### src/rtl/gpio_bank_pkg.sv
package gpio_bank_pkg;

    localparam int unsigned GROUP_COUNT = 9;   // seven single groups + double-width alt group

    typedef enum logic [3:0] {
        GRP_LEVEL = 4'd0,
        GRP_DIR   = 4'd1,
        GRP_SET   = 4'd2,
        GRP_CLR   = 4'd3,
        GRP_RISE  = 4'd4,
        GRP_FALL  = 4'd5,
        GRP_STAT  = 4'd6,
        GRP_ALT   = 4'd7,
        GRP_NONE  = 4'd15
    } grp_e;

    typedef struct packed {
        grp_e       grp;
        logic [7:0] word;   // word within the group
    } reg_sel_t;

    // Split a word index into group and word-within-group.
    function automatic reg_sel_t decode_word(input int unsigned widx, input int unsigned nw);
        reg_sel_t s;
        if (widx < 7 * nw) begin
            s.grp  = grp_e'(4'(widx / nw));
            s.word = 8'(widx % nw);
        end else if (widx < GROUP_COUNT * nw) begin
            s.grp  = GRP_ALT;
            s.word = 8'(widx - 7 * nw);
        end else begin
            s.grp  = GRP_NONE;
            s.word = 8'd0;
        end
        return s;
    endfunction

    function automatic int unsigned grp_byte(input grp_e g, input int unsigned w, input int unsigned nw);
        return (int'(g) * nw + w) * 4;
    endfunction

endpackage

### src/rtl/gpio_bank_sync.sv
module gpio_bank_sync #(
    parameter int unsigned W = 64
) (
    input  logic         clk,
    input  logic         rst,
    input  logic [W-1:0] pad_in,
    output logic [W-1:0] level,
    output logic [W-1:0] rise,
    output logic [W-1:0] fall
);
    logic [W-1:0] meta_q, sync_q, prev_q;

    always_ff @(posedge clk) begin
        if (rst) begin
            meta_q <= '0;
            sync_q <= '0;
            prev_q <= '0;
        end else begin
            meta_q <= pad_in;
            sync_q <= meta_q;
            prev_q <= sync_q;
        end
    end

    assign level = sync_q;
    assign rise  = sync_q & ~prev_q;
    assign fall  = ~sync_q & prev_q;
endmodule

### src/rtl/gpio_bank_edge.sv
module gpio_bank_edge #(
    parameter int unsigned W = 32
) (
    input  logic         clk,
    input  logic         rst,
    input  logic [W-1:0] rise,
    input  logic [W-1:0] fall,
    input  logic [W-1:0] en_rise,
    input  logic [W-1:0] en_fall,
    input  logic [W-1:0] clr,
    output logic [W-1:0] status
);
    logic [W-1:0] hit;

    assign hit = (rise & en_rise) | (fall & en_fall);

    // a fresh edge wins over a simultaneous clear
    always_ff @(posedge clk) begin
        if (rst) status <= '0;
        else     status <= (status & ~clr) | hit;
    end
endmodule

### src/rtl/gpio_bank_ctrl.sv
module gpio_bank_ctrl
    import gpio_bank_pkg::*;
#(
    parameter int unsigned NPIN = 64,
    localparam int unsigned NW   = NPIN / 32,
    localparam int unsigned NALT = 2 * NW,
    localparam int unsigned AW   = $clog2(GROUP_COUNT * NW * 4)
) (
    input  logic            clk,
    input  logic            rst,
    input  logic            reg_we,
    input  logic [AW-1:0]   reg_addr,
    input  logic [31:0]     reg_wdata,
    output logic [31:0]     reg_rdata,
    input  logic [NPIN-1:0] pad_in,
    output logic [NPIN-1:0] pad_out,
    output logic [NPIN-1:0] pad_oe,
    output logic            irq
);
    reg_sel_t sel;
    assign sel = decode_word(32'(reg_addr[AW-1:2]), NW);

    logic [NW-1:0][31:0]   dir_q, out_q, rise_q, fall_q, stat_w;
    logic [NALT-1:0][31:0] alt_q;
    logic [NPIN-1:0]       lvl, rise_p, fall_p;

    gpio_bank_sync #(.W(NPIN)) u_sync (
        .clk    (clk),
        .rst    (rst),
        .pad_in (pad_in),
        .level  (lvl),
        .rise   (rise_p),
        .fall   (fall_p)
    );

    for (genvar g = 0; g < NW; g++) begin : g_word
        logic hit_w;
        logic [31:0] clr_bits;
        assign hit_w    = reg_we && (sel.word == 8'(g));
        assign clr_bits = (hit_w && sel.grp == GRP_STAT) ? reg_wdata : 32'd0;

        always_ff @(posedge clk) begin
            if (rst) begin
                dir_q[g]  <= '0;
                out_q[g]  <= '0;
                rise_q[g] <= '0;
                fall_q[g] <= '0;
            end else if (hit_w) begin
                case (sel.grp)
                    GRP_DIR:  dir_q[g]  <= reg_wdata;
                    GRP_SET:  out_q[g]  <= out_q[g] | reg_wdata;
                    GRP_CLR:  out_q[g]  <= out_q[g] & ~reg_wdata;
                    GRP_RISE: rise_q[g] <= reg_wdata;
                    GRP_FALL: fall_q[g] <= reg_wdata;
                    default:  ;
                endcase
            end
        end

        gpio_bank_edge #(.W(32)) u_edge (
            .clk     (clk),
            .rst     (rst),
            .rise    (rise_p[g*32 +: 32]),
            .fall    (fall_p[g*32 +: 32]),
            .en_rise (rise_q[g]),
            .en_fall (fall_q[g]),
            .clr     (clr_bits),
            .status  (stat_w[g])
        );
    end

    for (genvar a = 0; a < NALT; a++) begin : g_alt
        always_ff @(posedge clk) begin
            if (rst)
                alt_q[a] <= '0;
            else if (reg_we && sel.grp == GRP_ALT && sel.word == 8'(a))
                alt_q[a] <= reg_wdata;
        end
    end

    always_comb begin
        reg_rdata = '0;
        for (int i = 0; i < NW; i++) begin
            if (sel.word == 8'(i)) begin
                case (sel.grp)
                    GRP_LEVEL:        reg_rdata = lvl[i*32 +: 32];
                    GRP_DIR:          reg_rdata = dir_q[i];
                    GRP_SET, GRP_CLR: reg_rdata = out_q[i];
                    GRP_RISE:         reg_rdata = rise_q[i];
                    GRP_FALL:         reg_rdata = fall_q[i];
                    GRP_STAT:         reg_rdata = stat_w[i];
                    default:          ;
                endcase
            end
        end
        for (int i = 0; i < NALT; i++) begin
            if (sel.grp == GRP_ALT && sel.word == 8'(i)) reg_rdata = alt_q[i];
        end
    end

    assign pad_out = out_q;
    assign pad_oe  = dir_q;
    assign irq     = |stat_w;
endmodule

### config.mk
export PLATFORM = sky130hd
export DESIGN_NAME = gpio_bank_ctrl
export DESIGN_NICKNAME = d
export VERILOG_FILES = /design/src/rtl/gpio_bank_pkg.sv /design/src/rtl/gpio_bank_sync.sv /design/src/rtl/gpio_bank_edge.sv /design/src/rtl/gpio_bank_ctrl.sv
export SDC_FILE = /design/constraint.sdc
export NUM_CORES = 1
export LEC_CHECK = 0
export BUFFER_PORTS_ARGS = -buffer_cell sky130_fd_sc_hd__buf_2
export CORE_MARGIN = 8
export CORE_UTILIZATION = 27
export CTS_CLUSTER_DIAMETER = 200
export DETAILED_ROUTE_END_ITERATION = 16
export HOLD_SLACK_MARGIN = 0.02
export PLACE_DENSITY = 0.45
export RECOVER_POWER = 50
export SYNTH_ARGS = -nofsm -noshare
export SYNTH_HDL_FRONTEND = slang
export SYNTH_HIERARCHICAL = 1
export SYNTH_SLANG_ARGS = --single-unit
### constraint.sdc
create_clock -name clk -period 2.4 [get_ports clk]
set_input_delay 0.12 -clock clk [delete_from_list [all_inputs] [get_ports clk]]
set_output_delay 0.12 -clock clk [all_outputs]
set_load 0.005 [all_outputs]
==> summary.md <==
| Metric | Value |
|---|---|
| Post-route ant nets | 0 |
| Root buffer cell | clkbuf_16 |
| GPL Wtd Cong | 0.870 |
| Area grow syn2layout | 28.4% |
| Die X | 333 um |
| Setup WS pre-CTS | -0.362 ns |
| Mapped Cells | roughly 3200 |
| Setup Viol. Count Final | 8 |
| Nets | ~3700 |
| Clock sink count | 640 |
| Leak pwr | 12.3 nW |
| CTS tree | built |
| Synth cell types | 61 |
| Worst min-delay path class | in2reg |
| Ys async rst share | 0 |
| Initial antenna violation count | 8 |
| Pwr/cell area | between 700 and 800 nW/um^2 |
| Least-Margin Pin Slew | 1.11 ns |
| IO Pins | 267 |
| Reg-to-reg setup timing slack | 1.23 ns |
| Setup TNS | -0.597 ns |
| Status | complete, but fails checks |
| Synthesized Nets | 3357 |
| Main synth FF type | dfxtp_1 |
| Die Area | 111000 um^2 |
| Overall power | 0.0247 W |
| Routed length per placed instance | 24.4 um |
| Residual DRC | 0 |
| Min cycle time layout | 2.52 ns |
| Final hold slack | 0.0627 ns |
| Critical path required time | 2.28 ns |
| Max_cap viols | 0 |
| Ys Warns | 6 |
| WL final | roughly 120000 um |
| Overflow after GRT | 0 |
| Failing checks | setup timing |
| Max FO, Critical Path | 2 |
| Slew Viols, Final | 0 |
| Fin cells | 4973 |
| PnR worst setup slack | -0.119 ns |
| Post-DR vias/cell | 5.10 |
| Post-synth EDFFs | 0 |
| Final hold vios | 0 |
| Number of placed instances, taps included | 4726 |
| Clock Path Buffers | 3 |
| Rel. slew slack | 0.262 |
| Synthesized flop and latch total | 640 |
| Worst Skew | about 0.026 ns |
| Area of the mapped netlist | 27200 um^2 |
| CP Capture Point | reg_rdata[28] |
| Tot GR Track Use | 0.210 |
| Layout cells sized above 1 | 0.174 |
| H-tree Lvls | 3 |
| Clock slew seen by the registers of the worst setup and hold paths | 0.06 ns |
| First-pass GRT wire length | 177000 um |
| TritonRoute pass-1 iters | 6 |
| RSZ-0062 raised after global routing | yes |
| Clk_lat worst skew | roughly 0.65 ns |
| CTS Buf Count | 76 |
| Worst Path Arrival | 2.40 ns |
| Row count | 116 |
| CORE AREA | 100000 um^2 |
| Vert. Die Dim | 333 um |
| CP startpoint kind | flip-flop |
| Crit Path Class | reg2out |
| Starting Density | 0.272 |
| R2r startpoint | rise_q[54]$_SDFFE_PP0P_ |
| Worst r2r dst | rise_q[54]$_SDFFE_PP0P_ |
| Via count | 25400 |
| Max IR drop VDD | ~0.5 mV |
| Peak Freq | 397 MHz |
| Largest net degree at the start of global routing | 74 |
| Worst setup EP type | output port |
| Port buffer count | 264 |
| Crit path launch | u_sync/level[60]$_SDFF_PP0_ |
| Mean area per synthesized cell | 8.36 um^2 |
| DR iter-0 viols | ~2400 |
| Register area share after synthesis | 0.471 |
| Register-to-Register Path Depth | 3 |
| Vias in the first global route | 24100 |
| Tcrit/Tclk final | 1.05 |
| DP HPWL | roughly 86000 um |
Yosys cell counts, types with 3 or more instances:
master | n | area, um^2
inv_2 | 3 | 11.3
nor2b_1 | 326 | 2040
a22oi_1 | 114 | 856
o31ai_1 | 6 | 45.0
a222oi_1 | 9 | 90.1
o21ai_1 | 8 | 40.0
nor3_1 | 13 | 65.1
buf_1 | 3 | 11.3
buf_6 | 20 | 225
a31oi_1 | 4 | 25.0
inv_1 | 3 | 11.3
a21o_1 | 5 | 37.5
and2_1 | 66 | 413
dfxtp_1 | 640 | 12800
nor3_2 | 3 | 30.0
and3_1 | 14 | 87.6
mux4_2 | 11 | 248
a21oi_1 | 531 | 2660
a221oi_1 | 51 | 447
a2111oi_0 | 8 | 70.1
mux2_2 | 8 | 90.1
a211oi_1 | 6 | 45.0
clkbuf_2 | 3 | 15.0
o22ai_1 | 34 | 213
nand2b_1 | 64 | 400
nor2_1 | 48 | 180
buf_2 | 104 | 521
nand2_1 | 711 | 2670
buf_4 | 24 | 180
o21ai_0 | 38 | 190
nor4_1 | 17 | 106
mux2i_1 | 46 | 460
clkbuf_1 | 161 | 604
a311oi_1 | 64 | 561
nand4_1 | 5 | 31.3
o32ai_1 | 22 | 193
or3_1 | 3 | 18.8
o221ai_1 | 6 | 52.6
a32o_1 | 4 | 40.0
nand3_1 | 12 | 60.1
nor2_4 | 4 | 45.0
state kept, by name (all words and copies together) (netlist names), named ones only:
register and cells:
u_sync/prev_q 64, pad_oe 64, g_word.u_edge/status 64, alt_q 128, u_sync/meta_q 64, rise_q 64
u_sync/level 64, fall_q 64
kinds of logic (layout without fill, tap and decap cells):
logic type                 count (synthesis)  after routing  synth area share
and+or+nand+nor                         1300           1300             0.232
AOI/OAI and AO/OA                        920            920             0.208
DFF                                      640            640             0.471
buffers and inverters                    321            740            0.0581
muxes                                     65             65            0.0294
adders and majority gates                  2              2          0.000921
xor gates and xnor gates                   1              1          0.000322
other                                      0              7                 0
where the power goes:
part	switching (W)	internal (W)
clock network	0.00477	0.00693
logic	0.00130	0.000771
registers	0.000133	0.0108
worst min path at each step:
stage           startpoint                                endpoint  slack [ns]  cells after the start
2_1_floorplan          rst  g_word[0].u_edge/status[25]$_SDFF_PP0_        0.19                      1
3_3_place_gp    pad_in[19]            u_sync/meta_q[19]$_SDFF_PP0_        0.33                      2
3_5_place_dp    pad_in[42]            u_sync/meta_q[42]$_SDFF_PP0_        0.33                      2
4_1_cts        reg_addr[3]                               flip-flop        0.03                      3
5_1_grt        reg_addr[3]                               flip-flop        0.07                      3
6_report       reg_addr[3]                               flip-flop        0.06                      3
critical path: stages (launching register included):
cell and delay [ns]:
dfxtp_2 0.32, mux2_2 0.25, a222oi_1 0.48, o21ai_1 0.17, nor2_2 0.24, o32ai_2 0.14, buf_2 0.18
layout make-up:
| type | count | area [um^2] |
|---|---|---|
| Fill cell | 10400 | 65100 |
| Multi-Input combinational cell | 2288 | 13300 |
| Tap cell | 1298 | 1620 |
| Antenna cell | 7 | 17.5 |
| Clock buffer | 112 | 2220 |
| Sequential cell | 640 | 12800 |
| Inverter | 6 | 22.5 |
| Timing Repair Buffer | 601 | 4620 |
| Clock inverter | 21 | 264 |
per-layer routing:
layer / up-vias / wire length, um / GRT usage
li1: 11900 / - / -
met1: 12400 / 56600 / 0.305
met2: 883 / 52900 / 0.317
met3: 177 / 8300 / 0.0326
met4: 0 / 3750 / 0.0645
met5: - / 0 / 0
per-stage QoR:
| step | utilization | instance area (um^2) |
|---|---|---|
| after floorplan | - | 27200 |
| after CTS | 0.350 | 35000 |
| after detailed placement | 0.311 | 31100 |
| after global placement | 0.311 | 31100 |
| after global routing | 0.349 | 34900 |
| final | 0.349 | 34900 |
timing repair:
item                       in CTS  in global routing
gates cloned                    0                  0
hold buffers                  108                  0
pin swaps                      24                 17
setup buffers                   5                  0
resized for setup              77                 39
setup endpoints to repair      24                 30
hold endpoints to repair      441                  0
layout by cell type, fill, tap and decap left out, types with 9 or more instances in the layout:
master | netlist | layout
dlygate4sd3_1 | 0 | 108
a221oi_1 | 51 | 44
and2_1 | 66 | 65
nor4_1 | 17 | 13
clkbuf_8 | 0 | 16
a21oi_1 | 531 | 529
nor2_1 | 48 | 38
nand2_1 | 711 | 711
a222oi_1 | 9 | 9
buf_12 | 0 | 49
nand2b_1 | 64 | 64
o21ai_0 | 38 | 31
mux2i_1 | 46 | 44
clkbuf_1 | 161 | 111
and3_1 | 14 | 14
clkbuf_16 | 0 | 77
nor3_1 | 13 | 11
nand3_1 | 12 | 11
buf_2 | 104 | 168
clkinv_2 | 0 | 11
buf_4 | 24 | 163
o32ai_1 | 22 | 11
o22ai_1 | 34 | 29
o21ai_1 | 8 | 11
dfxtp_1 | 640 | 621
mux4_2 | 11 | 11
dfxtp_2 | 0 | 17
nor2b_1 | 326 | 324
a22oi_1 | 114 | 114
a311oi_1 | 64 | 64
clkbuf_2 | 3 | 11
Power figures use the tool's default switching activity.
